<file path="src/rtl/rtc_update_core.sv">
module rtc_update_core #(
  parameter int DELAY_TICKS = 8,
  parameter int CENTURY     = 20
) (
  input  logic       clk,
  input  logic       rst_n,
  input  logic       sec_tick,
  input  logic       tick32,
  input  logic [7:0] ctrl_a,
  input  logic [7:0] ctrl_b,
  input  logic [7:0] alarm_sec,
  input  logic [7:0] alarm_min,
  input  logic [7:0] alarm_hour,
  input  logic       host_wr,
  input  logic [2:0] host_idx,
  input  logic [7:0] host_data,
  output logic [7:0] reg_sec,
  output logic [7:0] reg_min,
  output logic [7:0] reg_hour,
  output logic [7:0] reg_dow,
  output logic [7:0] reg_dom,
  output logic [7:0] reg_mon,
  output logic [7:0] reg_year,
  output logic       uip,
  output logic [7:0] flag_set
);
  localparam int CW = $clog2(DELAY_TICKS) + 1;

  function automatic logic [7:0] enc(input logic [6:0] v, input logic b);
    enc = b ? {1'b0, v} : {4'(v / 7'd10), 4'(v % 7'd10)};
  endfunction

  function automatic logic [7:0] dec(input logic [7:0] v, input logic b);
    dec = b ? v : 8'({4'd0, v[7:4]} * 8'd10 + {4'd0, v[3:0]});
  endfunction

  wire osc_ok   = ctrl_a[6:4] == 3'b010;
  wire freeze   = ctrl_b[7];
  wire aie      = ctrl_b[5];
  wire uie      = ctrl_b[4];
  wire bin      = ctrl_b[2];
  wire h24      = ctrl_b[1];
  wire unused_bits = ^{ctrl_a[7], ctrl_a[3:0], ctrl_b[6], ctrl_b[3], ctrl_b[0]};

  logic [7:0] t_sec, t_min, t_hour, t_dow, t_dom, t_mon, t_yr;
  logic [6:0] t_cen;
  logic [7:0] n_sec, n_min, n_hour, n_dow, n_dom, n_mon, n_yr;
  logic [6:0] n_cen;
  logic [7:0] dim;
  logic       pend, set_q, reload_q;
  logic [CW-1:0] cnt;

  wire start = sec_tick & osc_ok;
  wire fire  = pend & tick32 & (cnt == CW'(DELAY_TICKS - 1));
  wire leap  = (t_yr[1:0] == 2'b00) && ((t_yr != 8'd0) || (t_cen[1:0] == 2'b00));

  always_comb begin
    case (t_mon)
      8'd2:                      dim = leap ? 8'd29 : 8'd28;
      8'd4, 8'd6, 8'd9, 8'd11:   dim = 8'd30;
      default:                   dim = 8'd31;
    endcase
  end

  always_comb begin
    n_sec = t_sec + 8'd1; n_min = t_min; n_hour = t_hour; n_dow = t_dow;
    n_dom = t_dom; n_mon = t_mon; n_yr = t_yr; n_cen = t_cen;
    if (n_sec >= 8'd60) begin
      n_sec = 8'd0;
      n_min = t_min + 8'd1;
      if (n_min >= 8'd60) begin
        n_min  = 8'd0;
        n_hour = t_hour + 8'd1;
        if (n_hour >= 8'd24) begin
          n_hour = 8'd0;
          n_dow  = (t_dow + 8'd1 >= 8'd7) ? 8'd0 : t_dow + 8'd1;
          n_dom  = t_dom + 8'd1;
          if (n_dom > dim) begin
            n_dom = 8'd1;
            n_mon = t_mon + 8'd1;
            if (n_mon > 8'd12) begin
              n_mon = 8'd1;
              n_yr  = t_yr + 8'd1;
              if (n_yr >= 8'd100) begin
                n_yr  = 8'd0;
                n_cen = t_cen + 7'd1;
              end
            end
          end
        end
      end
    end
  end

  wire [7:0] hraw   = dec({1'b0, reg_hour[6:0]}, bin);
  wire [7:0] r_hour = h24 ? hraw : (hraw % 8'd12) + (reg_hour[7] ? 8'd12 : 8'd0);

  wire [7:0] h12    = (t_hour % 8'd12 == 8'd0) ? 8'd12 : t_hour % 8'd12;
  wire [7:0] p_hour = h24 ? enc(t_hour[6:0], bin)
                          : (enc(h12[6:0], bin) | {t_hour >= 8'd12, 7'd0});

  wire m_sec  = (alarm_sec[7:6]  == 2'b11) || (dec(alarm_sec, bin)  == t_sec);
  wire m_min  = (alarm_min[7:6]  == 2'b11) || (dec(alarm_min, bin)  == t_min);
  wire m_hour = (alarm_hour[7:6] == 2'b11) || (dec(alarm_hour, bin) == t_hour);
  wire alarm_hit = aie & m_sec & m_min & m_hour;

  always_ff @(posedge clk or negedge rst_n) begin
    if (!rst_n) begin
      set_q <= 1'b0; reload_q <= 1'b0; pend <= 1'b0; cnt <= '0; uip <= 1'b0;
      flag_set <= 8'd0;
    end else begin
      set_q    <= freeze;
      reload_q <= (host_wr & ~freeze) | (set_q & ~freeze);
      if (start) begin
        pend <= 1'b1; cnt <= '0;
      end else if (fire) begin
        pend <= 1'b0;
      end else if (pend & tick32) begin
        cnt <= cnt + CW'(1);
      end
      if (freeze)     uip <= 1'b0;
      else if (start) uip <= 1'b1;
      else if (fire)  uip <= 1'b0;
      flag_set <= fire ? {alarm_hit | uie, 1'b0, alarm_hit, uie, 4'd0} : 8'd0;
    end
  end

  always_ff @(posedge clk or negedge rst_n) begin
    if (!rst_n) begin
      t_sec <= 8'd0; t_min <= 8'd0; t_hour <= 8'd0; t_dow <= 8'd0;
      t_dom <= 8'd1; t_mon <= 8'd1; t_yr <= 8'd0; t_cen <= 7'(CENTURY);
    end else if (reload_q) begin
      t_sec <= dec(reg_sec, bin); t_min <= dec(reg_min, bin); t_hour <= r_hour;
      t_dow <= dec(reg_dow, bin); t_dom <= dec(reg_dom, bin);
      t_mon <= dec(reg_mon, bin); t_yr <= dec(reg_year, bin); t_cen <= 7'(CENTURY);
    end else if (start) begin
      t_sec <= n_sec; t_min <= n_min; t_hour <= n_hour; t_dow <= n_dow;
      t_dom <= n_dom; t_mon <= n_mon; t_yr <= n_yr; t_cen <= n_cen;
    end
  end

  always_ff @(posedge clk or negedge rst_n) begin
    if (!rst_n) begin
      reg_sec <= 8'h00; reg_min <= 8'h00; reg_hour <= 8'h00; reg_dow <= 8'h00;
      reg_dom <= 8'h01; reg_mon <= 8'h01; reg_year <= 8'h00;
    end else if (host_wr) begin
      case (host_idx)
        3'd0: reg_sec  <= host_data;
        3'd1: reg_min  <= host_data;
        3'd2: reg_hour <= host_data;
        3'd3: reg_dow  <= host_data;
        3'd4: reg_dom  <= host_data;
        3'd5: reg_mon  <= host_data;
        3'd6: reg_year <= host_data;
        default: ;
      endcase
    end else if (fire & ~freeze) begin
      reg_sec  <= enc(t_sec[6:0], bin);
      reg_min  <= enc(t_min[6:0], bin);
      reg_hour <= p_hour;
      reg_dow  <= enc(t_dow[6:0], bin);
      reg_dom  <= enc(t_dom[6:0], bin);
      reg_mon  <= enc(t_mon[6:0], bin);
      reg_year <= enc(t_yr[6:0], bin);
    end
  end

  a_r1_uip_needs_tick: assert property (@(posedge clk) disable iff (!rst_n)
    $rose(uip) |-> ($past(sec_tick) && ($past(ctrl_a[6:4]) == 3'b010)));

  a_r10_freeze_drops_uip: assert property (@(posedge clk) disable iff (!rst_n)
    ctrl_b[7] |=> !uip);

  a_r3_flags_end_update: assert property (@(posedge clk) disable iff (!rst_n)
    (flag_set != 8'd0) |-> (!uip && $past(pend)));

  a_r2_bytes_hold: assert property (@(posedge clk) disable iff (!rst_n)
    (!$past(host_wr) && !$past(fire)) |->
      $stable({reg_sec, reg_min, reg_hour, reg_dow, reg_dom, reg_mon, reg_year}));

  a_r8_alarm_needs_enable: assert property (@(posedge clk) disable iff (!rst_n)
    flag_set[5] |-> $past(ctrl_b[5]));

  a_r9_uf_needs_enable: assert property (@(posedge clk) disable iff (!rst_n)
    flag_set[4] |-> $past(ctrl_b[4]));
endmodule

</file>
<file path="config.mk">
export PLATFORM = sky130hd
export DESIGN_NAME = rtc_update_core
export DESIGN_NICKNAME = d
export VERILOG_FILES = /design/src/rtl/rtc_update_core.sv
export SDC_FILE = /design/constraint.sdc
export NUM_CORES = 1
export LEC_CHECK = 0
export BUFFER_PORTS_ARGS = -buffer_cell sky130_fd_sc_hd__buf_2
export CORE_MARGIN = 5
export CORE_UTILIZATION = 30
export DETAILED_ROUTE_END_ITERATION = 7
export PLACE_DENSITY = 0.49
export SYNTH_ARGS = -nofsm -noshare
export SYNTH_HDL_FRONTEND = slang
export SYNTH_SLANG_ARGS = --single-unit
</file>
<file path="constraint.sdc">
create_clock -name clk -period 7.7 [get_ports clk]
set_input_delay 0.385 -clock clk [delete_from_list [all_inputs] [get_ports clk]]
set_output_delay 0.385 -clock clk [all_outputs]
set_load 0.03 [all_outputs]
</file>
; Word-level counts from Yosys, hierarchy flattened
; Index checks and enable logic that the tools add are counted.
[op_classes]
order_cmp = 8
n_shift = 0
mux = 99
add_sub_neg = 20
eq_ne = 27
n_mul = 10
reduce_logical = 36
bitwise = 13
n_div = 18
[op_table]
columns = cell, count
row1 = $mux 8, 81
row2 = $add 8x4->8, 10
row3 = $mul 4x3->7 const B, 9
row4 = $mux 7, 9
row5 = $add 8x1->8 const B, 7
row6 = $div 7x4->7 const B, 8
row7 = $mod 7x4->7 const B, 8
row8 = $eq 8x8->1, 3
row9 = $reduce_bool 2->1, 10
row10 = $reduce_and 2->1, 9
row11 = $eq 8x3->1 const B, 2
row12 = $eq 8x4->1 const B, 2
row13 = $ge 8x6->1 const B, 2
row14 = $mod 8x4->8 const B, 2
row15 = $mux 4, 4
row16 = $ne 2x1->1 const B, 7
row17 = $and 1x1->1, 9
row18 = $eq 3x2->1 const B, 3
row19 = $eq 3x3->1 const B, 3
row20 = $add 7x4->8, 1
row21 = $eq 8x2->1 const B, 1
row22 = $ge 8x3->1 const B, 1
row23 = $ge 8x4->1 const B, 1
row24 = $ge 8x5->1 const B, 1
row25 = 28 further kinds, 38
[totals]
rom_bits = 0
latchBits = 0
n_memories = 0
register_bits = 135
ram_bits = 0

; Longest topological paths before layout
[depth]
word_depth = 12
depth_mapped = 21
depth_no_buf = 21

; Worst setup path after synthesis
; Ideal clock, no wire load.
[synth_timing]
path_kind = reg2reg
startpoint = reg reg_hour[4]
endpoint = reg t_hour[4]
n_path_buf = 0
arrival_time_ps = 4259
period_less_slack_ps = 4328
required_ps = 7631
setup_slack_ps = 3372
path_stages_with_launch = 19
path_cell_list = dfrtp_1 > ha_1 > ha_1 > a21oi_1 > or3_1 > a31oi_2 > or3_1 > a21boi_1 > o21ai_0 > o221ai_1 > ha_1 > inv_1 > nand2_1 > mux2_1 > fa_1 > o41a_1 > a21oi_1 > a21oi_1 > nand3_1
[synth_between]
elab_chain_cells = 7
[synth_lines]
columns = element, line_no
row1 = from (decl), 19  ; output logic [7:0] reg_hour,
row2 = from (signal assigned), 150  ; 3'd2: reg_hour <= host_data;
row3 = from (signal assigned), 160  ; reg_hour <= p_hour;
row4 = $mul 3x3->6, 34  ; dec = b ? v : 8'({4'd0, v[7:4]} * 8'd10 + {4'd0, v[3:0]});
row5 = $add 7x4->8, 34
row6 = $mux 8 (*), 34
row7 = $mod 8x4->8, 96  ; wire [7:0] r_hour = h24 ? hraw : (hraw % 8'd12) + (reg_hour[7] ? 8'd12 : 8'd0);
row8 = $add 8x4->8, 96
row9 = $mux 8 (*), 96
row10 = $mux 8 (*), 132  ; end else if (reload_q) begin
row11 = to (signal assigned), 133  ; t_sec <= dec(reg_sec, bin); t_min <= dec(reg_min, bin); t_hour <= r_hour;
row12 = to (signal assigned), 137  ; t_sec <= n_sec; t_min <= n_min; t_hour <= n_hour; t_dow <= n_dow;
row13 = to (decl), 45  ; logic [7:0] t_sec, t_min, t_hour, t_dow, t_dom, t_mon, t_yr;
; Mark *: on every way between the ends. The rest lies on a longest branch, timed or not.
; A chain may end at the register's enable or synchronous reset.

; Worst setup path after layout
; Ends and elaborated chain as after synthesis.

==> impl_metrics.env <==
export IMPL_drt_initial_drc_count=1290
export IMPL_slew_viol_final=0
export IMPL_vias=13580
export IMPL_fin_hold_ws_ps=137.9
export IMPL_synth_top_cell_by_area="dfrtp_1"
export IMPL_fin_util_pct=33.62
export IMPL_dieArea_um2=51370
export IMPL_cap_violations=0
export IMPL_max_freq_mhz=209.7
export IMPL_fp_dieW_um=226.6
export IMPL_drive_gt1_share_pct=10.37
export IMPL_synth_ff_type="dfrtp_1"
export IMPL_synthAdderAreaFrac_pct=12.65
export IMPL_fin_nets=2041
export IMPL_cts_root_buf="clkbuf_16"
export IMPL_numCtsBuffers=17
export IMPL_synth_area_leaders="dfrtp_1 (22%), ha_1 (9.6%), o21ai_0 (6.1%)"
export IMPL_max_slew_margin_pct=20.12
export IMPL_synth_top_family_by_area="compound AO/OA/AOI/OAI gates"
export IMPL_peakVddDrop_mv=0.1566
export IMPL_place_congestion=0.8483
export IMPL_via_per_inst=5.482
export IMPL_synth_compound_area_share_pct=28.10
export IMPL_antenna_found_initial=2
export IMPL_yosysWarnings=0
export IMPL_die_h_um=226.6
export IMPL_min_path_type="primary input to flip-flop"
export IMPL_cts_sinks=125
export IMPL_dpl_hpwl_um=32930
export IMPL_layout_cells_most_common="nand2_1"
export IMPL_synth_simple_area_share_pct=20.73
export IMPL_cts_tree="built"
export IMPL_worst_ep_arrival_time_ps=5150
export IMPL_power_density_nw_per_um2=428.2
export IMPL_power_frac_clock_pct=13.5
export IMPL_port_buffers=107
export IMPL_synth_seq_cells=125
export IMPL_syn_avg_cell_area_um2=7.648
export IMPL_finalSetupTns_ps=0
export IMPL_crit_path_max_fanout=8
export IMPL_seqPwrFrac_pct=24.4
export IMPL_multi_input_area_um2=10070
export IMPL_fin_crit_sh_pct=61.92
export IMPL_syn2layout_area_growth_pct=10.92
export IMPL_hold_viol_final=0
export IMPL_synthMuxAreaShare_pct=3.084
export IMPL_p_leak_nw=6.559
export IMPL_crit_path_start_kind="flip-flop"
export IMPL_p_sw_mw=3.498
export IMPL_grt_pass1_vias=12810
export IMPL_antenna_cells=0
export IMPL_overflow=0
export IMPL_grt_usage_pct=17.54
export IMPL_fillers=4983
export IMPL_finalClockSkew_ps=14.49
export IMPL_seq_area_um2=3134
export IMPL_syn_area_um2=14080
export IMPL_initial_core_util_pct=30.31
export IMPL_core_rowCount=79
export IMPL_netlist_instances=1841
export IMPL_outcome="completed"
export IMPL_wl_um=45880
export IMPL_core_um2=46460
export IMPL_clock_latency_ps=450
export IMPL_synth_top_cell_area_share_pct=21.51
export IMPL_yosysUniqueCellTypes=91
export IMPL_wl_per_cell_um=18.52
export IMPL_switching_share_pct=52.31
export IMPL_synth_edf_count=0
export IMPL_drc_errors=0
export IMPL_final_antenna_net_count=0
export IMPL_grt_pass1_wl_um=72270
export IMPL_synthXorXnorAreaFrac_pct=6.718
export IMPL_ios=121
export IMPL_drtPass1Iterations=6
export IMPL_layout_common_cells="nand2_1 (203), o21ai_0 (171), a21oi_1 (143), nor2_1 (138), dfrtp_1 (120)"
export IMPL_cp_end_kind="flip-flop"
export IMPL_ys_seq_area_share_pct=22.25
export IMPL_required_ps=8080
export IMPL_synthArstFlopShare_pct=100.0
export IMPL_worst_slew_pin_slew_ps=1198
export IMPL_h_tree_depth=4
export IMPL_finalSetupViolCount=0
export IMPL_critPathKind="flip-flop to flip-flop"
export IMPL_cts_path_max_buffers=2
export IMPL_power_internal_mw=3.189
export IMPL_power_frac_comb_pct=62.1
export IMPL_finalCriticalPeriod_ps=4768
export IMPL_path_clk_slew_ps=60
export IMPL_grt_max_degree=70
export IMPL_grt_setup_unrepaired="false"
[worst paths after layout]
check,startpoint,endpoint,slack (ps),cells past startpoint
worst max-delay path,reg_hour[4],t_hour[4],2930,18
worst min-delay path,ctrl_b[7],set_q,140,1
worst max register to register,reg_hour[4],t_hour[4],2930,18
worst min register to register,set_q,reload_q,480,2
max in group asynchronous,rst_n,reload_q,5780,3
min in group asynchronous,rst_n,t_yr[7],470,2
[area by class of cell]
cell class | instances | share of cell area (%)
multi-input combinational | 1499 | 64.46
timing repair buffer | 126 | 4.414
tap | 607 | 4.863
clock inverter | 15 | 1.354
sequential | 125 | 20.07
inverter | 88 | 2.115
clock buffer | 17 | 2.724
[power by group through the flow]
stage / logic (mW) / registers (mW) / clock network, mW
finish: 4.16 / 1.63 / 0.904
global route: 4.66 / 1.71 / 0.950
CTS: 4.17 / 1.63 / 0.924
detailed placement: 4.15 / 1.64 / 0
global placement: 4.09 / 1.63 / 0
floorplan: 3.33 / 1.43 / 0
[worst max-delay path, stage by stage, from the launching register on]
cell and delay (ps):
dfrtp_1 490, ha_1 290, fa_1 430, a2111oi_0 420
o31ai_1 110, o311ai_0 160, nand2_1 250, a21boi_1 200
o21ai_0 160, o221ai_1 160, ha_1 260, inv_1 90
nand2_1 90, mux2_1 380, fa_1 470, o41a_1 440
a21oi_1 140, a21oi_1 80, nand3_1 90
[repair_timing]
item	CTS	global route
hold buffers	1	0
gates resized for setup	0	0
endpoints found under the hold margin	52	0
buffers inserted	0	0
[metrics by stage]
stage	instance area [um^2]	setup slack (ps)	instances	power (mW)
2_1_floorplan	14090	3372	1845	4.761
3_3_place_gp	14970	3007	2444	5.713
3_5_place_dp	14970	3005	2444	5.784
4_1_cts	15620	2976	2477	6.720
5_1_grt	15620	2609	2477	7.322
6_report	15620	2932	2477	6.687
[flip-flops by register name (all words and copies together), names as in the netlist, 8 cells and up]
name,flops
reg_dom,8
reg_dow,8
reg_hour,8
reg_min,8
reg_mon,8
reg_sec,8
reg_year,8
t_dom,8
t_dow,8
t_hour,8
t_min,8
t_mon,8
t_sec,8
t_yr,8
[cells in the mapped netlist (all sizes together) (38+ instances only)]
cell type	number
nor2b	58
xnor2	67
a21oi	146
nand2	203
inv	85
xor2	41
buf	53
dfrtp	121
nor3	42
ha	108
clkbuf	80
nor2	138
nand3	38
o21ai	181
[metal layers]
layer | share of wire (%) | GRT usage, % | vias to the layer above
met1 | 48 | 24.55 | 6504
met3 | 4.3 | 2.848 | 53
met5 | 0.033 | 0 | -
met4 | 1.9 | 4.541 | 4
met2 | 46 | 28.27 | 301
li1 | - | - | 6717
[kinds of logic (layout without fill, tap and decap cells)]
kind of cell               count (synthesis)  after routing
other                                      1              5
and+or+nand+nor                          602            602
xor gates and xnor gates                 108            108
DFF                                      125            125
adders and majority gates                131            131
buffers and inverters                    221            246
muxes                                     42             42
AOI/OAI and AO/OA                        611            611
Note: power is estimated with default switching activity, not from simulation.
